$ cat config.mk
export PLATFORM = sky130hd
export DESIGN_NAME = dds_sine_top
export DESIGN_NICKNAME = d
export VERILOG_FILES = /design/src/rtl/dds_pkg.sv /design/src/rtl/dds_phase_acc.sv /design/src/rtl/dds_sine_lut.sv /design/src/rtl/dds_sine_top.sv
export SDC_FILE = /design/constraint.sdc
export NUM_CORES = 1
export LEC_CHECK = 0
export CAP_MARGIN = 20
export CORE_MARGIN = 5
export CORE_UTILIZATION = 50
export CTS_BUF_LIST = sky130_fd_sc_hd__clkbuf_4 sky130_fd_sc_hd__clkbuf_8
export CTS_CLUSTER_DIAMETER = 40
export DETAILED_ROUTE_END_ITERATION = 10
export GPL_TIMING_DRIVEN = 0
export MAX_ROUTING_LAYER = met4
export PLACE_DENSITY = 0.84
export SLEW_MARGIN = 20
export SYNTH_ARGS = -nofsm -noshare
export SYNTH_HDL_FRONTEND = slang
export SYNTH_SLANG_ARGS = --single-unit
$ cat constraint.sdc
create_clock -name clk -period 4.1 [get_ports clk]
set_input_delay 1.025 -clock clk [delete_from_list [all_inputs] [get_ports clk]]
set_output_delay 1.025 -clock clk [all_outputs]
set_load 0.005 [all_outputs]
$ cat src/rtl/dds_pkg.sv
package dds_pkg;

    // Sine table geometry: 128 entries of 8-bit two's complement
    localparam int LUT_AW   = 7;
    localparam int SAMP_W   = 8;
    localparam int QTR_LAST = 1 << (LUT_AW - 2);   // index of the positive peak (32)

    typedef logic [LUT_AW-1:0]        lut_addr_t;
    typedef logic signed [SAMP_W-1:0] sample_t;

    // Magnitude of trunc(127*sin(2*pi*j/128)) for j = 0 .. 32
    function automatic logic [SAMP_W-2:0] quarter_mag(input int j);
        logic [SAMP_W-2:0] m;
        unique case (j)
            0:  m = 7'd0;    1:  m = 7'd6;    2:  m = 7'd12;   3:  m = 7'd18;
            4:  m = 7'd24;   5:  m = 7'd30;   6:  m = 7'd36;   7:  m = 7'd42;
            8:  m = 7'd48;   9:  m = 7'd54;   10: m = 7'd59;   11: m = 7'd65;
            12: m = 7'd70;   13: m = 7'd75;   14: m = 7'd80;   15: m = 7'd85;
            16: m = 7'd89;   17: m = 7'd94;   18: m = 7'd98;   19: m = 7'd102;
            20: m = 7'd105;  21: m = 7'd108;  22: m = 7'd112;  23: m = 7'd114;
            24: m = 7'd117;  25: m = 7'd119;  26: m = 7'd121;  27: m = 7'd123;
            28: m = 7'd124;  29: m = 7'd125;  30: m = 7'd126;  31: m = 7'd126;
            32: m = 7'd127;
            default: m = 7'd0;
        endcase
        return m;
    endfunction

    // Full-period sample: mirror inside each half, negate the second half
    function automatic sample_t sine_at(input lut_addr_t a);
        int                off;
        int                j;
        logic [SAMP_W-2:0] mag;
        sample_t           pos;
        off = int'(a[LUT_AW-2:0]);
        j   = (off <= QTR_LAST) ? off : (2 * QTR_LAST - off);
        mag = quarter_mag(j);
        pos = sample_t'({1'b0, mag});
        return a[LUT_AW-1] ? -pos : pos;
    endfunction

endpackage

$ cat src/rtl/dds_phase_acc.sv
module dds_phase_acc #(
    parameter int W = 10
) (
    input  logic         clk,
    input  logic         rst,
    input  logic [W-1:0] step_i,
    output logic [W-1:0] phase_o
);

    logic [W-1:0] acc_q;

    always_ff @(posedge clk) begin
        if (rst) acc_q <= '0;
        else     acc_q <= acc_q + step_i;
    end

    assign phase_o = acc_q;


    acc_parity_chk: assert property (@(posedge clk) disable iff (rst)
        (step_i[0] == 1'b0) |=> (acc_q[0] == $past(acc_q[0])))
        else $error("phase LSB moved under an even step");


    freeze_phase_chk: assert property (@(posedge clk) disable iff (rst)
        (step_i == '0) |=> $stable(acc_q))
        else $error("phase moved with zero step");

endmodule

$ cat src/rtl/dds_sine_lut.sv
module dds_sine_lut
    import dds_pkg::*;
(
    input  logic      clk,
    input  logic      rst,
    input  lut_addr_t addr_i,
    output sample_t   sample_o
);

    sample_t lut_val;
    sample_t sample_q;

    always_comb lut_val = sine_at(addr_i);

    always_ff @(posedge clk) begin
        if (rst) sample_q <= '0;
        else     sample_q <= lut_val;
    end

    assign sample_o = sample_q;


    peak_pos_chk: assert property (@(posedge clk) disable iff (rst)
        (addr_i == lut_addr_t'(32)) |=> (sample_q == sample_t'(127)))
        else $error("positive peak wrong");


    peak_neg_chk: assert property (@(posedge clk) disable iff (rst)
        (addr_i == lut_addr_t'(96)) |=> (sample_q == sample_t'(-127)))
        else $error("negative peak wrong");


    addr_hold_chk: assert property (@(posedge clk) disable iff (rst)
        $stable(addr_i) |=> $stable(sample_q))
        else $error("sample moved with a steady address");

endmodule

$ cat src/rtl/dds_sine_top.sv
module dds_sine_top
    import dds_pkg::*;
#(
    parameter int PHASE_W = 10
) (
    input  logic               clk,
    input  logic               rst,
    input  logic [PHASE_W-1:0] freq_word_i,
    output logic [PHASE_W-1:0] phase_o,
    output logic [SAMP_W-1:0]  sample_o
);

    localparam int DROP_W = PHASE_W - LUT_AW;

    logic [PHASE_W-1:0] phase_w;
    lut_addr_t          lut_addr;
    sample_t            sample_w;

    dds_phase_acc #(.W(PHASE_W)) u_acc (
        .clk     (clk),
        .rst     (rst),
        .step_i  (freq_word_i),
        .phase_o (phase_w)
    );

    // Only the upper bits address the table; the DROP_W low bits are fractional
    assign lut_addr = phase_w[PHASE_W-1 -: LUT_AW];

    dds_sine_lut u_lut (
        .clk      (clk),
        .rst      (rst),
        .addr_i   (lut_addr),
        .sample_o (sample_w)
    );

    assign phase_o  = phase_w;
    assign sample_o = sample_w;


    reset_clear_chk: assert property (@(posedge clk)
        rst |=> (phase_o == '0 && sample_o == '0))
        else $error("reset did not clear outputs (drop %0d)", DROP_W);

endmodule

==> out/metrics.csv <==
stage;metric;value;unit
run_status;outcome;completed;
synth;synth warn;0;
synth;adder-cell share of the synthesized area;11.5;%
sta;Period minus WS final;3.92;ns
synth;Unique masters post-synth;61;
synth;number of synthesized flops with an enable pin;0;
synth;post-synthesis mux area share;2.05;%
hold_path;Hold Path Class;flop to flop;
run;max cap viols;0;
routing;remaining antenna violation count after routing;0;
global_routing;GRT Residual Overflow;0;
sta;final hold violation count;0;
final_layout;ANT cells;0;
die;core footprint;0.00394;sq mm
clock_network;Clock Sink Count;18;
sta;final setup vio count;0;
power_and_ir_drop;Pwr Density;959;mW/mm^2
clock_network;Max clock buf depth;2;
synth;main combinational cell family by area after synthesis;simple AND/OR/NAND/NOR gates;
synth;Cells after Synth;258;
routing;DRC errors left;0;
clock_network;CTS Buf Count;3;
global_routing;largest net degree at the start of global routing;14;
sta;FMAX;0.255;GHz
synth;Compound-Gate Fraction of Synth Area;25.4;%
clock_network;Root Driver;clkbuf_8;
synth;share of the synthesized area in the top cell type;17.9;%
worst_setup_path;Crit Path Max Fanout;10;
synth;most common cell in the netlist;nor2_1;
sta;Final period util;95.5;%
sta;RSZ-0062 raised after global routing;no;
synth;ys flop type;dfxtp_1;
clock_network;H-tree depth;1;
place;IO buf count;29;
clock_network;Worst-Skew Late Latency;0.25;ns
global_routing;first-pass GRT wire length;9000;um
final_layout;Design Area, Final;0.00243;sq mm
routing;DR vias/cell;5.94;
sta;clock skew;0.00124;ns
die;die area;0.00540;sq mm
synth;Syn Area/Cell;7.82;sq um
worst_setup_path;WP data arrival;4.04;ns
worst_setup_path;crit path capture type;flop;
sta;Slew Limit Fails;0;
final_layout;fraction of layout cells with a size suffix above 1;11.3;%
global_routing;vias in the first global route;1878;
synth;Async SR Flop Fraction;0;%
clock_network;CTS tree;yes;
synth;Yosys reg bits;18;
clock_network;Worst-path clk slew;0.07;ns
synth;syn nets;288;
place;dpl cell area;0.00237;sq mm
final_layout;Area Growth Syn to Fin;20.6;%
routing;final WL;5420;um
synth;post-synthesis sequential area ratio;17.9;%
global_routing;gr usage total;21.7;%
sta;Slew headroom;63.5;%
routing;via count;2025;
synth;synth cell count leaders;nor2_1, nand2_1, dfxtp_1;
synth;Synth Area in Simple Gates;30.1;%
die;Die Wd;73.5;um
die;num ports;30;
worst_setup_path;Critical Path Start Type;flop;
place;gp weighted congestion;1.01;
die;Initial Util;51.2;%
synth;Netlist Area Pre-Place;0.00202;sq mm
routing;DRT iter0 DRCs;203;
worst_setup_path;Setup Crit Path Kind;flop to flop;
routing;drt first pass iters;5;
place;HPWL Detailed;4060;um
die;Std-Cell Rows;23;
worst_setup_path;Worst Path Required;4.23;ns
global_routing;initial antenna violation count;0;
power_and_ir_drop;peak supply drop;0.520;mV
die;Die Height;73.5;um
synth;Synth area leaders;dfxtp_1, ha_1, nor2_1;
synth;Post-Synth XOR/XNOR Area;6.45;%
final_layout;Nets;323;
sta;pin slew with the least headroom to its limit;0.544;ns
final_layout;Finished Core Util;61.7;%
routing;Avg WL per Cell;15.9;um
sta;setup tns final;0;ns
power_and_ir_drop;LEAKAGE;0.997;nW
synth;leading area contributor after synthesis;dfxtp_1;
[power by group]
group / total (W) / leakage [nW] / internal [W] / switching (W)
logic: 0.00190 / 0.825 / 0.000827 / 0.00107
registers: 0.000311 / 0.150 / 0.000246 / 0.0000653
clock network: 0.000123 / 0.0216 / 0.0000653 / 0.0000576
[flip-flops by register name (all words and copies together), names as in the netlist]
name            flops
u_acc.phase_o      10
u_lut.sample_o      8
[path summary, 6_finish.rpt]
kind              slack, ns  depth (start not counted)        startpoint           endpoint
setup / recovery       0.18                         14  u_acc.phase_o[4]  u_lut.sample_o[5]
hold / removal         0.60                          2  u_acc.phase_o[0]   u_acc.phase_o[0]
setup reg to reg       0.18                         14  u_acc.phase_o[4]  u_lut.sample_o[5]
hold reg to reg        0.60                          2  u_acc.phase_o[0]   u_acc.phase_o[0]
[cell usage in the layout (no fill, tap or decap), types with 4 or more instances in the layout]
cell | synthesis | layout
nor2_1 | 30 | 30
clkdlybuf4s50_1 | 0 | 29
nand2_1 | 21 | 21
dfxtp_1 | 18 | 17
ha_1 | 17 | 16
o21ai_0 | 12 | 12
nor2b_1 | 10 | 10
xnor2_1 | 10 | 10
nand2b_1 | 10 | 10
a21oi_1 | 10 | 10
inv_1 | 11 | 9
nor3_1 | 9 | 9
buf_2 | 7 | 7
a21o_1 | 6 | 6
a2111oi_0 | 5 | 5
a31oi_1 | 5 | 5
o21ai_1 | 4 | 4
nand3_1 | 4 | 4
[layout make-up]
| type | instances | area, sq um |
|---|---|---|
| inverter | 12 | 45.0 |
| sequential | 18 | 362 |
| timing repair buffer | 30 | 298 |
| fill | 363 | 1510 |
| tap | 50 | 62.6 |
| buffer | 15 | 87.6 |
| multi-input combinational | 213 | 1540 |
| clock buffer | 3 | 41.3 |
[cells by family after synthesis]
| family | count (synthesis) |
|---|---|
| buffers and inverters | 27 |
| AOI/OAI and AO/OA | 70 |
| muxes | 4 |
| adders and majority gates | 18 |
| and+or+nand+nor | 107 |
| DFF | 18 |
| xor gates and xnor gates | 14 |
[metrics by stage]
| step | power, W | hold WS (ns) | std cells | setup WS [ns] |
|---|---|---|---|---|
| 3_5_place_dp | 0.00215 | 0.582 | 337 | -0.0466 |
| 6_report | 0.00233 | 0.595 | 341 | 0.184 |
| 5_1_grt | 0.00254 | 0.647 | 341 | 0.0196 |
| 3_3_place_gp | 0.00212 | 0.570 | 337 | 0.0208 |
| 2_1_floorplan | 0.00168 | 0.571 | 258 | 0.547 |
| 4_1_cts | 0.00230 | 0.601 | 341 | 0.0215 |
[repair_timing]
action / in CTS / in global routing
buffers inserted: 1 / 0
setup endpoints to repair: 1 / 1
gates resized for setup: 1 / 4
hold endpoints to repair: 0 / 0
pin swaps: 0 / 1
hold buffers: 0 / 0
[metal layers]
metal / vias up / global-route usage [%] / wire length [um] / share of wire, %
met4: 0 / 3.02 / 22 / 0.41
met1: 954 / 30.1 / 2420 / 45
met2: 66 / 34.2 / 2590 / 48
li1: 1001 / - / - / -
met5: - / - / 0 / 0
met3: 4 / 3.42 / 379 / 7.0
[critical path, cell delays in order, from the launching register on]
cell	delay (ns)
dfxtp_1	0.37
buf_2	0.23
inv_2	0.14
ha_4	0.19
or4b_4	0.48
nand2_2	0.09
a21o_1	0.21
ha_1	0.31
o211a_1	0.23
a2111oi_0	0.39
mux2i_1	0.14
nand4_1	0.18
nand2_1	0.16
and3b_1	0.20
or4_1	0.46
(Power assumes the default switching activity.)
